<file path="src/rtl/i2c_regwin_pkg.sv">
package i2c_regwin_pkg;

    localparam int unsigned AW = 8;

    localparam logic [AW-1:0] SCRATCH_LAST = 8'h4B;
    localparam logic [AW-1:0] CMD_ADDR     = 8'h60;
    localparam logic [AW-1:0] STAT_ADDR    = 8'h61;
    localparam logic [AW-1:0] RES_ADDR     = 8'h62;
    localparam logic [AW-1:0] CFG_ADDR     = 8'h67;

    typedef enum logic [2:0] {
        ACC_SCRATCH,
        ACC_CMD,
        ACC_STAT,
        ACC_RES,
        ACC_CFG,
        ACC_HOLE
    } acc_e;

    typedef enum logic [3:0] {
        ST_IDLE,
        ST_ADDR,
        ST_ADDR_ACK,
        ST_PTR,
        ST_PTR_ACK,
        ST_WR,
        ST_WR_ACK,
        ST_RD,
        ST_RD_ACK,
        ST_IGNORE
    } bus_st_e;

    function automatic acc_e addr_kind(input logic [AW-1:0] a);
        if (a <= SCRATCH_LAST)   return ACC_SCRATCH;
        else if (a == CMD_ADDR)  return ACC_CMD;
        else if (a == STAT_ADDR) return ACC_STAT;
        else if (a == RES_ADDR)  return ACC_RES;
        else if (a == CFG_ADDR)  return ACC_CFG;
        else                     return ACC_HOLE;
    endfunction

    function automatic logic cmd_legal(input logic [7:0] c);
        return (c == 8'h2D) || (c == 8'h5A) || (c == 8'hA5) || (c == 8'hF0);
    endfunction

endpackage

</file>
<file path="src/rtl/i2c_regwin_sync.sv">
module i2c_regwin_sync #(
    parameter int unsigned STAGES = 2
) (
    input  logic clk,
    input  logic rst_n,
    input  logic scl_in,
    input  logic sda_in,
    output logic sda_q,
    output logic scl_rise,
    output logic scl_fall,
    output logic start_det,
    output logic stop_det
);
    logic [STAGES-1:0] scl_sr, sda_sr;
    logic              scl_d, sda_d;
    logic              scl_q;

    always_ff @(posedge clk or negedge rst_n) begin
        if (!rst_n) begin
            scl_sr <= '1;
            sda_sr <= '1;
            scl_d  <= 1'b1;
            sda_d  <= 1'b1;
        end else begin
            scl_sr <= {scl_sr[STAGES-2:0], scl_in};
            sda_sr <= {sda_sr[STAGES-2:0], sda_in};
            scl_d  <= scl_sr[STAGES-1];
            sda_d  <= sda_sr[STAGES-1];
        end
    end

    assign scl_q     = scl_sr[STAGES-1];
    assign sda_q     = sda_sr[STAGES-1];
    assign scl_rise  = scl_q & ~scl_d;
    assign scl_fall  = ~scl_q & scl_d;
    assign start_det = scl_q & scl_d & sda_d & ~sda_q;
    assign stop_det  = scl_q & scl_d & ~sda_d & sda_q;
endmodule

</file>
<file path="src/rtl/i2c_regwin_store.sv">
module i2c_regwin_store
    import i2c_regwin_pkg::*;
#(
    parameter int unsigned DW    = 8,
    parameter int unsigned DEPTH = 76
) (
    input  logic          clk,
    input  logic          rst_n,
    input  logic          we,
    input  logic [AW-1:0] waddr,
    input  logic [DW-1:0] wdata,
    input  logic [AW-1:0] raddr,
    output logic [DW-1:0] rdata
);
    logic [DW-1:0] mem [DEPTH];
    logic [DW-1:0] cfg_q;

    always_ff @(posedge clk or negedge rst_n) begin
        if (!rst_n) begin
            for (int i = 0; i < DEPTH; i++) mem[i] <= '0;
            cfg_q <= '0;
        end else if (we) begin
            if (waddr == CFG_ADDR)            cfg_q <= wdata;
            else if (32'(waddr) < DEPTH)      mem[waddr] <= wdata;
        end
    end

    always_comb begin
        if (raddr == CFG_ADDR)           rdata = cfg_q;
        else if (32'(raddr) < DEPTH)     rdata = mem[raddr];
        else                             rdata = '1;
    end

    // only scratchpad or configuration addresses may ever be stored
    a_r10_store_only_writable: assert property (@(posedge clk) disable iff (!rst_n)
        we |-> (waddr <= SCRATCH_LAST || waddr == CFG_ADDR));
endmodule

</file>
<file path="src/rtl/i2c_regwin_slave.sv">
module i2c_regwin_slave
    import i2c_regwin_pkg::*;
#(
    parameter logic [6:0]  SLAVE_ADDR    = 7'h3A,
    parameter int unsigned DW            = 8,
    parameter int unsigned SYNC_STAGES   = 2,
    parameter int unsigned SCRATCH_DEPTH = 76
) (
    input  logic          clk,
    input  logic          rst_n,
    input  logic          scl_in,
    input  logic          sda_in,
    output logic          sda_pull,
    input  logic [DW-1:0] status_in,
    input  logic [DW-1:0] result_in,
    output logic          cmd_valid,
    output logic          cmd_param,
    output logic [DW-1:0] cmd_byte
);
    localparam int unsigned BCW = $clog2(DW + 1);

    logic sda_q, scl_rise, scl_fall, start_det, stop_det;

    i2c_regwin_sync #(.STAGES(SYNC_STAGES)) u_sync (
        .clk(clk), .rst_n(rst_n), .scl_in(scl_in), .sda_in(sda_in),
        .sda_q(sda_q), .scl_rise(scl_rise), .scl_fall(scl_fall),
        .start_det(start_det), .stop_det(stop_det)
    );

    bus_st_e        state_q, state_d;
    logic [BCW-1:0] bitcnt_q;
    logic [DW-1:0]  shreg_q, txreg_q;
    logic [AW-1:0]  ptr_q;
    logic           rw_q, host_ack_q, cmd_seen_q, cmd_pend_q;

    logic           bit_full, addr_hit, wr_refuse;
    acc_e           kind;
    logic [DW-1:0]  st_rdata, rd_byte;
    logic           st_we;

    assign bit_full  = (bitcnt_q == BCW'(DW));
    assign addr_hit  = (shreg_q[DW-1:1] == SLAVE_ADDR);
    assign kind      = addr_kind(ptr_q);
    assign wr_refuse = (kind == ACC_CMD) && !cmd_seen_q && !cmd_legal(shreg_q);
    assign st_we     = (state_q == ST_WR) && scl_fall && bit_full &&
                       (kind == ACC_SCRATCH || kind == ACC_CFG);

    i2c_regwin_store #(.DW(DW), .DEPTH(SCRATCH_DEPTH)) u_store (
        .clk(clk), .rst_n(rst_n), .we(st_we), .waddr(ptr_q), .wdata(shreg_q),
        .raddr(ptr_q), .rdata(st_rdata)
    );

    always_comb begin
        unique case (kind)
            ACC_SCRATCH, ACC_CFG: rd_byte = st_rdata;
            ACC_STAT:             rd_byte = status_in;
            ACC_RES:              rd_byte = result_in;
            default:              rd_byte = '1;
        endcase
    end

    // next-state logic
    always_comb begin
        state_d = state_q;
        if (stop_det)       state_d = ST_IDLE;
        else if (start_det) state_d = ST_ADDR;
        else begin
            unique case (state_q)
                ST_IDLE:     state_d = ST_IDLE;
                ST_ADDR:     if (scl_fall && bit_full) state_d = addr_hit ? ST_ADDR_ACK : ST_IGNORE;
                ST_ADDR_ACK: if (scl_fall) state_d = rw_q ? ST_RD : ST_PTR;
                ST_PTR:      if (scl_fall && bit_full) state_d = ST_PTR_ACK;
                ST_PTR_ACK:  if (scl_fall) state_d = ST_WR;
                ST_WR:       if (scl_fall && bit_full) state_d = wr_refuse ? ST_IGNORE : ST_WR_ACK;
                ST_WR_ACK:   if (scl_fall) state_d = ST_WR;
                ST_RD:       if (scl_fall && bit_full) state_d = ST_RD_ACK;
                ST_RD_ACK:   if (scl_fall) state_d = host_ack_q ? ST_RD : ST_IGNORE;
                ST_IGNORE:   state_d = ST_IGNORE;
                default:     state_d = ST_IDLE;
            endcase
        end
    end

    // state register
    always_ff @(posedge clk or negedge rst_n) begin
        if (!rst_n) state_q <= ST_IDLE;
        else        state_q <= state_d;
    end

    // datapath and outputs
    always_ff @(posedge clk or negedge rst_n) begin
        if (!rst_n) begin
            bitcnt_q   <= '0;
            shreg_q    <= '0;
            txreg_q    <= '0;
            ptr_q      <= '0;
            rw_q       <= 1'b0;
            host_ack_q <= 1'b0;
            cmd_seen_q <= 1'b0;
            cmd_pend_q <= 1'b0;
            sda_pull   <= 1'b0;
            cmd_valid  <= 1'b0;
            cmd_param  <= 1'b0;
            cmd_byte   <= '0;
        end else begin
            cmd_valid <= 1'b0;
            if (start_det || stop_det) begin
                bitcnt_q <= '0;
                sda_pull <= 1'b0;
                if (cmd_pend_q) begin
                    ptr_q      <= STAT_ADDR;
                    cmd_pend_q <= 1'b0;
                end
            end else begin
                unique case (state_q)
                    ST_ADDR, ST_PTR, ST_WR: begin
                        if (scl_rise) begin
                            shreg_q  <= {shreg_q[DW-2:0], sda_q};
                            bitcnt_q <= bitcnt_q + 1'b1;
                        end else if (scl_fall && bit_full) begin
                            bitcnt_q <= '0;
                            if (state_q == ST_ADDR) begin
                                if (addr_hit) begin
                                    sda_pull <= 1'b1;
                                    rw_q     <= shreg_q[0];
                                end
                            end else if (state_q == ST_PTR) begin
                                ptr_q      <= shreg_q;
                                cmd_seen_q <= 1'b0;
                                sda_pull   <= 1'b1;
                            end else if (kind == ACC_CMD) begin
                                if (!wr_refuse) begin
                                    sda_pull   <= 1'b1;
                                    cmd_valid  <= 1'b1;
                                    cmd_param  <= cmd_seen_q;
                                    cmd_byte   <= shreg_q;
                                    cmd_seen_q <= 1'b1;
                                    if (!cmd_seen_q) cmd_pend_q <= 1'b1;
                                end
                            end else begin
                                sda_pull <= 1'b1;
                                ptr_q    <= ptr_q + 1'b1;
                            end
                        end
                    end
                    ST_ADDR_ACK: if (scl_fall) begin
                        if (rw_q) begin
                            txreg_q  <= rd_byte;
                            sda_pull <= ~rd_byte[DW-1];
                            ptr_q    <= ptr_q + 1'b1;
                        end else begin
                            sda_pull <= 1'b0;
                        end
                    end
                    ST_PTR_ACK, ST_WR_ACK: if (scl_fall) sda_pull <= 1'b0;
                    ST_RD: begin
                        if (scl_rise) bitcnt_q <= bitcnt_q + 1'b1;
                        else if (scl_fall) begin
                            if (bit_full) begin
                                bitcnt_q <= '0;
                                sda_pull <= 1'b0;
                            end else if (bitcnt_q != '0) begin
                                txreg_q  <= {txreg_q[DW-2:0], 1'b0};
                                sda_pull <= ~txreg_q[DW-2];
                            end
                        end
                    end
                    ST_RD_ACK: begin
                        if (scl_rise) host_ack_q <= ~sda_q;
                        else if (scl_fall && host_ack_q) begin
                            txreg_q  <= rd_byte;
                            sda_pull <= ~rd_byte[DW-1];
                            ptr_q    <= ptr_q + 1'b1;
                        end
                    end
                    default: ;
                endcase
            end
        end
    end

    // a free bus is never pulled
    a_r2_idle_released: assert property (@(posedge clk) disable iff (!rst_n)
        (state_q == ST_IDLE) |-> !sda_pull);
    // once off the bus (host NACK, refusal, mismatch) SDA stays released
    a_r11_ignore_released: assert property (@(posedge clk) disable iff (!rst_n)
        (state_q == ST_IGNORE) |-> !sda_pull);
    // every forwarded byte leaves the pointer parked on the command register
    a_r5_cmd_ptr_hold: assert property (@(posedge clk) disable iff (!rst_n)
        cmd_valid |-> (ptr_q == CMD_ADDR));
    // the command strobe lasts one cycle
    a_r5_cmd_single: assert property (@(posedge clk) disable iff (!rst_n)
        cmd_valid |=> !cmd_valid);
    // no illegal code is ever forwarded as a command
    a_r6_only_legal_fwd: assert property (@(posedge clk) disable iff (!rst_n)
        (cmd_valid && !cmd_param) |-> cmd_legal(cmd_byte));
    // a pending command moves the pointer to status at the bus condition
    a_r7_status_after_cmd: assert property (@(posedge clk) disable iff (!rst_n)
        (cmd_pend_q && (start_det || stop_det)) |=> (ptr_q == STAT_ADDR));
endmodule

</file>
<file path="config.mk">
export PLATFORM = sky130hd
export DESIGN_NAME = i2c_regwin_slave
export DESIGN_NICKNAME = d
export VERILOG_FILES = /design/src/rtl/i2c_regwin_pkg.sv /design/src/rtl/i2c_regwin_sync.sv /design/src/rtl/i2c_regwin_store.sv /design/src/rtl/i2c_regwin_slave.sv
export SDC_FILE = /design/constraint.sdc
export NUM_CORES = 1
export LEC_CHECK = 0
export BUFFER_PORTS_ARGS = -buffer_cell sky130_fd_sc_hd__buf_2
export CAP_MARGIN = 10
export CELL_PAD_IN_SITES_DETAIL_PLACEMENT = 1
export CELL_PAD_IN_SITES_GLOBAL_PLACEMENT = 1
export CORE_AREA = 4 4 222 332
export DETAILED_ROUTE_END_ITERATION = 6
export DIE_AREA = 0 0 226 336
export HOLD_SLACK_MARGIN = 0.05
export PLACE_DENSITY_LB_ADDON = 0.15
export SLEW_MARGIN = 20
export SYNTH_ARGS = -nofsm -noshare
export SYNTH_HDL_FRONTEND = slang
export SYNTH_HIERARCHICAL = 1
export SYNTH_SLANG_ARGS = --single-unit
</file>
<file path="constraint.sdc">
create_clock -name clk -period 3.2 [get_ports clk]
set_input_delay 0.16 -clock clk [delete_from_list [all_inputs] [get_ports clk]]
set_output_delay 0.16 -clock clk [all_outputs]
set_load 0.005 [all_outputs]
</file>
# ---- Word level (Yosys, flattened, before mapping)
# Cells that the tools add are included.
dict set report totals {
  output_inout_bits 11
  ff_bits 668
}
dict set report op_classes {
  n_lt_le_gt_ge 4
  reduce_logical 41
  eq_ne 62
  mux 93
  bitwise_logic 20
  n_addsub 2
}
# cell count
set ops {}
lappend ops {{608-bit bitwise mux} 1}
lappend ops {{8-bit 2-to-1 mux} 16}
lappend ops {{4-bit 2-to-1 mux} 18}
lappend ops {{8-bit binary-select mux with 7-bit select} 1}
lappend ops {{8-bit demux with 7-bit select} 1}
lappend ops {{7-bit 2-to-1 mux} 8}
lappend ops {{8-bit case mux with 3 select lines} 2}
lappend ops {{4-bit inequality test (second input constant)} 11}
lappend ops {{8-bit by 7-bit == test with 1-bit output (second input constant)} 5}
lappend ops {{1-bit 2-to-1 mux} 37}
lappend ops {{4-bit case mux with 8 select lines} 1}
lappend ops {{3-bit inequality test (second input constant)} 9}
lappend ops {{2-bit inequality test (second input constant)} 11}
lappend ops {{7-bit case mux with 3 select lines} 1}
lappend ops {{10-bit AND reduction} 2}
lappend ops {{4-bit by 3-bit == test with 1-bit output (second input constant)} 4}
lappend ops {{8-bit == test (second input constant)} 2}
lappend ops {{8-bit AND reduction} 2}
lappend ops {{3-bit 2-to-1 mux} 5}
lappend ops {{7-bit AND reduction} 2}
lappend ops {{4-bit == test (second input constant)} 3}
lappend ops {{1-bit NOT} 12}
lappend ops {{12-bit AND reduction} 1}
lappend ops {{9-bit by 8-bit >= comparator with 1-bit output (second input constant)} 1}
lappend ops {{35 further kinds} 66}

# ---- Longest topological paths before layout
dict set report depth {
  ltp_word 17
  depth_mapped 14
  mapped_depth_nobuf 11
}

# ---- Modules after synthesis
# Netlist, hierarchy kept.
# module cells_each area_per_inst_um2 n_inst
set by_module_without_submodules {}
lappend by_module_without_submodules {i2c_regwin_store 1912 28418.5 1}
lappend by_module_without_submodules {i2c_regwin_slave 327 3026.7 1}
lappend by_module_without_submodules {i2c_regwin_sync 10 190.2 1}

# ---- Least setup slack after synthesis
# Ideal clock, no wire load.
dict set report synth_path {
  path_type {reg-to-reg}
  start {register ptr_q[0]}
  end {register u_store/mem[504] (netlist bit)}
  setup_ps 125
  stages_incl_launch_ff 13
  path_buffers 2
  arrival_time_ps 3314
  synth_period_minus_slack_ps 3438
  setup_slack_ps -238
  cell_sequence {dfrtp_1 ha_1 mux2i_2 nor3_1 o21a_1 buf_2 inv_1 nor3_1 o2111ai_4 or3_1 buf_6 nor4_4 mux2_2}
}
dict set report synth_between {
  elab_chain_cells 10
  word_cells_on_any_way 24
  cone_classes {4 x order compare; 5 x eq/ne; 8 x mux; 2 x bitwise; 5 x reduce/logical}
}
# element line
set synth_rtl {}
lappend synth_rtl {{from (decl)} i2c_regwin_slave.sv:33} ;# logic [AW-1:0] ptr_q;
lappend synth_rtl {{from (signal assigned)} i2c_regwin_slave.sv:128} ;# ptr_q <= shreg_q;
lappend synth_rtl {{from (signal assigned)} i2c_regwin_slave.sv:142} ;# ptr_q <= ptr_q + 1'b1;
lappend synth_rtl {{from (signal assigned)} i2c_regwin_slave.sv:150} ;# ptr_q <= ptr_q + 1'b1;
lappend synth_rtl {{8-bit by 7-bit == test with 1-bit output} i2c_regwin_pkg.sv:38} ;# else if (a == CFG_ADDR) return ACC_CFG;
lappend synth_rtl {{1-bit 2-to-1 mux} i2c_regwin_pkg.sv:38}
lappend synth_rtl {{3-bit 2-to-1 mux} i2c_regwin_pkg.sv:37} ;# else if (a == RES_ADDR) return ACC_RES;
lappend synth_rtl {{3-bit 2-to-1 mux} i2c_regwin_pkg.sv:36} ;# else if (a == STAT_ADDR) return ACC_STAT;
lappend synth_rtl {{3-bit 2-to-1 mux} i2c_regwin_pkg.sv:35} ;# else if (a == CMD_ADDR) return ACC_CMD;
lappend synth_rtl {{3-bit 2-to-1 mux *} i2c_regwin_pkg.sv:34} ;# if (a <= SCRATCH_LAST) return ACC_SCRATCH;
lappend synth_rtl {{3-bit == test or 3-bit logical NOT (tied branches)} i2c_regwin_slave.sv:46} ;# (kind == ACC_SCRATCH || kind == ACC_CFG);
lappend synth_rtl {{1-bit logical OR *} i2c_regwin_slave.sv:46}
lappend synth_rtl {{1-bit logical AND *} i2c_regwin_slave.sv:45} ;# assign st_we = (state_q == ST_WR) && scl_fall && bit_full &&
lappend synth_rtl {{via st_we} i2c_regwin_slave.sv:39} ;# logic st_we;
lappend synth_rtl {{3-bit AND reduction (no source line) *} n/a}
lappend synth_rtl {{to (signal, indexed assignment)} i2c_regwin_store.sv:24} ;# else if (32'(waddr) < DEPTH) mem[waddr] <= wdata;
lappend synth_rtl {{to (decl)} i2c_regwin_store.sv:15} ;# logic [DW-1:0] mem [DEPTH];
# The timed path passes the listed nets; every way through them passes the cells marked *.
# A chain may end at the register's enable or synchronous reset.

# ---- Worst setup path in the final report
dict set report layout_path {
  start {register ptr_q[1]}
  end {register txreg_q[2]}
}
dict set report layout_between {
  word_cells_on_any_way 28
  cone_classes {2 x order compare; 7 x eq/ne; 16 x mux; 1 x bitwise; 2 x reduce/logical}
}
# element line
set layout_lines {}
lappend layout_lines {{8-bit NOT with 9-bit output (not written as such)} i2c_regwin_store.sv:30} ;# else if (32'(raddr) < DEPTH) rdata = mem[raddr];
lappend layout_lines {{8-bit binary-select mux with 7-bit select} i2c_regwin_store.sv:30}
lappend layout_lines {{8-bit 2-to-1 mux (not written as such) (2 in a row)} i2c_regwin_store.sv:30}
lappend layout_lines {{8-bit 2-to-1 mux} i2c_regwin_store.sv:30}
lappend layout_lines {{8-bit 2-to-1 mux *} i2c_regwin_store.sv:29} ;# if (raddr == CFG_ADDR) rdata = cfg_q;
lappend layout_lines {{via st_rdata[2]} i2c_regwin_slave.sv:38} ;# logic [DW-1:0] st_rdata, rd_byte;
lappend layout_lines {{8-bit case mux with 3 select lines *} i2c_regwin_slave.sv:54} ;# unique case (kind)
lappend layout_lines {{7-bit 2-to-1 mux (on tied branches)} {i2c_regwin_slave.sv:170, i2c_regwin_slave.sv:147}}
lappend layout_lines {{7-bit 2-to-1 mux (on tied branches)} {i2c_regwin_slave.sv:169, i2c_regwin_slave.sv:146}}
lappend layout_lines {{7-bit case mux with 3 select lines *} i2c_regwin_slave.sv:115} ;# unique case (state_q)
lappend layout_lines {{to (signal assigned)} i2c_regwin_slave.sv:148} ;# txreg_q <= rd_byte;
lappend layout_lines {{to (signal assigned)} i2c_regwin_slave.sv:163} ;# txreg_q <= {txreg_q[DW-2:0], 1'b0};
lappend layout_lines {{to (signal assigned)} i2c_regwin_slave.sv:171} ;# txreg_q <= rd_byte;
lappend layout_lines {{to (decl)} i2c_regwin_slave.sv:32} ;# logic [DW-1:0] shreg_q, txreg_q;
# The timed path passes the listed nets; every way through them passes the cells marked *. The select of a mux whose other input is x is not followed.

==> impl_metrics.toml <==
[sta]
min_period_over_period_pct = 101
finalSetupViolCount = 1
time_the_final_worst_path_needs_with_i_o_delays_and_setup_ns = 3.24
timing.final.max_slew_violations = 0
worst_hold_slack_ns = 0.107
final_hold_viol_count = 0
timing.slew.headroom_pct = 29.2
grt_setup_unrepaired = "true"
worst_slack_ns = -0.0426
tightest_slew_ns = 1.06
fin_skew_ns = 0.0295
maxClockFrequency_mhz = 308

[synth]
syn_area_mm2 = 0.0316
synth_adder_area_share_pct = 0.237
syn_inst = 2249
postSynthNetCount = 2275
ys_async_sr_fraction_pct = 100
synth_warnings = 6
yosys_register_bits = 668
netlist.area_leader.share_pct = 52.4
synth.top_cells.by_area = "sky130_fd_sc_hd__dfrtp_1 52%, sky130_fd_sc_hd__mux2_2 23%, sky130_fd_sc_hd__mux4_2 6.8%, sky130_fd_sc_hd__mux2i_1 4.3%, sky130_fd_sc_hd__clkbuf_1 1.3%"
synth_edf_count = 0
synth_cell_types = 82
synth_xor_xnor_area_share_pct = 0.0277
combinational_family_with_the_most_area_after_synthesis = "multiplexers"
most_repeated_cell_in_the_gate_level_netlist_after_synthesis = "sky130_fd_sc_hd__dfrtp_1"
synth_simple_gate_area_share_pct = 4.93
postSynth.topFlopCell = "sky130_fd_sc_hd__dfrtp_1"
synth_commonest_cells = "662 x sky130_fd_sc_hd__dfrtp_1, 633 x sky130_fd_sc_hd__mux2_2, 135 x sky130_fd_sc_hd__mux2i_1"
synth_mux_area_share_pct = 33.6
syn-mean-instance-area_um2 = 14.1
synth_sequential_area_ratio_pct = 52.9
synth.largest_area_cell = "sky130_fd_sc_hd__dfrtp_1"
synth_compound_area_share_pct = 5.86

[global_route]
first_pass_grt_wire_length_um = 143000
grt_start_max_net_pins = 94
grtUsageTotal_pct = 24.9
overall_overflow_remaining_after_global_route = 0
antenna_found_initial = 0
first_global_vias = 22600

[route]
drt_iter0_markers = 1156
routed_wl_um = 96000
first_pass_iters = 5
num_vias = 20300
route.antenna.remaining_nets = 0
post-route-drc-count = 0
route.detailed.vias_per_inst = 5.95
wire_per_inst_um = 28.1

[setup_path]
critical_path.startpoint_type = "flip-flop"
critical_path_cell_by_cell = "buf_4 -> buf_8 -> buf_16 -> buf_8 -> nor2b_1 -> a211oi_1 -> a2111oi_4 -> o41ai_4 -> nand3_1 -> o2bb2ai_1 -> o22ai_1 -> o21ai_0"
worst-path-buf-inv = 4
endpoint_kind = "flip-flop"
crit_path_max_fanout = 20
timing_worst_setup_path_type = "reg2reg"
worstPathRequired_ns = 3.64
slowest_stage = "sky130_fd_sc_hd__a211oi_1"
critical_path.top_delay_family = "compound AO/OA/AOI/OAI gates"
worst_path_largest_cell_delay_ns = 0.52
cpMostUsedCell = "sky130_fd_sc_hd__buf_8"
worst-endpoint-arrival_ns = 3.68

[place]
numPortBuffers = 30
routabilityCongestion = 0.833
inst_count_dp = 3260
pre_cts_ws_ns = -0.646
hpwl_um = 60900

[run_status]
status = "finished, violations left"
failed_checks = "negative setup slack"

[cts]
clock_sink_count = 668
cts.clk_slew.worst_paths_ns = 0.07
cts_inserted_buffers = 67
buffer_levels_on_the_longest_clock_path = 3
clock_insertion_delay_worst_skew_ns = 0.63
cts_tree = "yes"
cts-root-buf = "sky130_fd_sc_hd__clkbuf_16"
clock_tree.htree_level_count = 3

[cells_and_area]
seqCellArea_mm2 = 0.0168
layout-drive-gt1-share_pct = 48.5
post_layout_nonfiller_instances = 3417
finalNetCount = 2479
fillCellCount = 6810
multiInputGateArea_mm2 = 0.0146
area.growth.synth_to_final_pct = 20.5

[power]
power-per-cell-area_mw_per_mm2 = 656
p_total_mw = 25.0
total_leakage_power_nw = 18.0
ir_drop_mv = 0.410

[floorplan]
floorplan.io_pins = 31
floorplan.initialDensity_pct = 44.5
die_height_um = 336
die-width_um = 226
die-area_mm2 = 0.0759
core.rowCount = 120
floorplan.core_area_mm2 = 0.0710

[flow_run]
timing.max_cap.violations = 0

[hold_path]
worst_hold_path_type = "in2reg"
==> per-layer routing <==
metal / share of wire, % / up-vias / track usage, %
li1: - / 8821 / -
met1: 40 / 10900 / 30.3
met2: 53 / 388 / 44.3
met3: 3.2 / 174 / 3.40
met4: 4.0 / 0 / 10.3
met5: 0 / - / 0
==> state kept, by name (all words and copies together), names as in the netlist, 2 cells and up <==
name,count
u_sync/scl_sr,2
u_store/cfg_q,8
ptr_q,8
cmd_byte,8
state_q,4
bitcnt_q,4
u_sync/sda_sr,2
u_store/mem,608
txreg_q,7
shreg_q,8
==> what timing repair did <==
action	4_1_cts	5_1_grt
resized for setup	58	72
pin swaps	8	6
endpoints found under the hold margin	73	0
gates cloned	4	7
setup endpoints to repair	512	352
hold buffers	12	0
setup buffers	10	7
==> cell usage in the layout (no fill, tap or decap), types with 30 or more instances in the layout <==
master / Yosys / routed
sky130_fd_sc_hd__a22o_1: 32 / 32
sky130_fd_sc_hd__mux2_2: 633 / 613
sky130_fd_sc_hd__a211oi_1: 36 / 30
sky130_fd_sc_hd__buf_12: 0 / 67
sky130_fd_sc_hd__mux4_2: 95 / 95
sky130_fd_sc_hd__buf_4: 7 / 153
sky130_fd_sc_hd__o21ai_0: 36 / 36
sky130_fd_sc_hd__nor2_1: 33 / 31
sky130_fd_sc_hd__mux2i_1: 135 / 134
sky130_fd_sc_hd__nor2b_1: 46 / 39
sky130_fd_sc_hd__dfrtp_1: 662 / 650
sky130_fd_sc_hd__clkbuf_16: 0 / 74
sky130_fd_sc_hd__nand2_1: 102 / 102
==> area by class of cell <==
cell class / instances / share of cell area [%]
inverters: 22 / 0.223
well taps: 915 / 3.00
clock inverters: 21 / 0.532
multi-input cells: 1401 / 38.3
repair buffers: 293 / 8.75
diodes: 1 / 0.00656
flip-flops and latches: 668 / 43.9
clock buffers: 96 / 5.21
==> stage by stage <==
step / cell area, um2 / setup TNS, ns / utilization, %
after floorplan: 31700 / -0.00126 / -
after global placement: 34900 / -72.69 / 49.1
after detailed placement: 34900 / -134.94 / 49.1
after CTS: 37600 / -0.00400 / 53.0
after global routing: 38100 / -1.03 / 53.7
final: 38100 / -0.0426 / 53.7
==> worst min-delay path: stages <==
cell and delay [ns]:
sky130_fd_sc_hd__buf_2 0.08, sky130_fd_sc_hd__mux2i_1 0.08, sky130_fd_sc_hd__o2bb2ai_1 0.15, sky130_fd_sc_hd__o22ai_1 0.06, sky130_fd_sc_hd__o21ai_0 0.14
==> final timing paths <==
| check | slack (ns) | cells after the start | to | start |
|---|---|---|---|---|
| hold / removal | 0.11 | 5 | txreg_q[1]$_DFFE_PN0P_ | status_in[1] |
| min in group asynchronous | 0.18 | 2 | u_store/mem[557]$_DFFE_PN0P_ | rst_n |
| setup / recovery | -0.04 | 12 | txreg_q[2]$_DFFE_PN0P_ | ptr_q[1]$_DFFE_PN0P_ |
| hold reg to reg | 0.36 | 0 | u_sync/sda_sr[1]$_DFF_PN1_ | u_sync/sda_sr[0]$_DFF_PN1_ |
| setup reg to reg | -0.04 | 12 | txreg_q[2]$_DFFE_PN0P_ | ptr_q[1]$_DFFE_PN0P_ |
| max in group asynchronous | 1.90 | 3 | u_store/mem[41]$_DFFE_PN0P_ | rst_n |
==> where the power goes <==
part / internal (mW) / total [mW] / switching (mW)
registers: 8.62 / 8.97 / 0.350
logic: 3.03 / 8.11 / 5.08
clock network: 4.50 / 7.92 / 3.42
==> cell families (layout without fill, tap and decap cells) <==
family | Yosys count | count (layout)
buffers and inverters | 182 | 432
other | 0 | 1
flip-flops | 668 | 668
AO/OA/AOI/OAI | 239 | 239
XOR/XNOR | 1 | 1
multiplexers | 864 | 864
adder cells (fa/ha/maj) | 6 | 6
AND/OR/NAND/NOR | 289 | 291
Power figures use the tool's default switching activity.
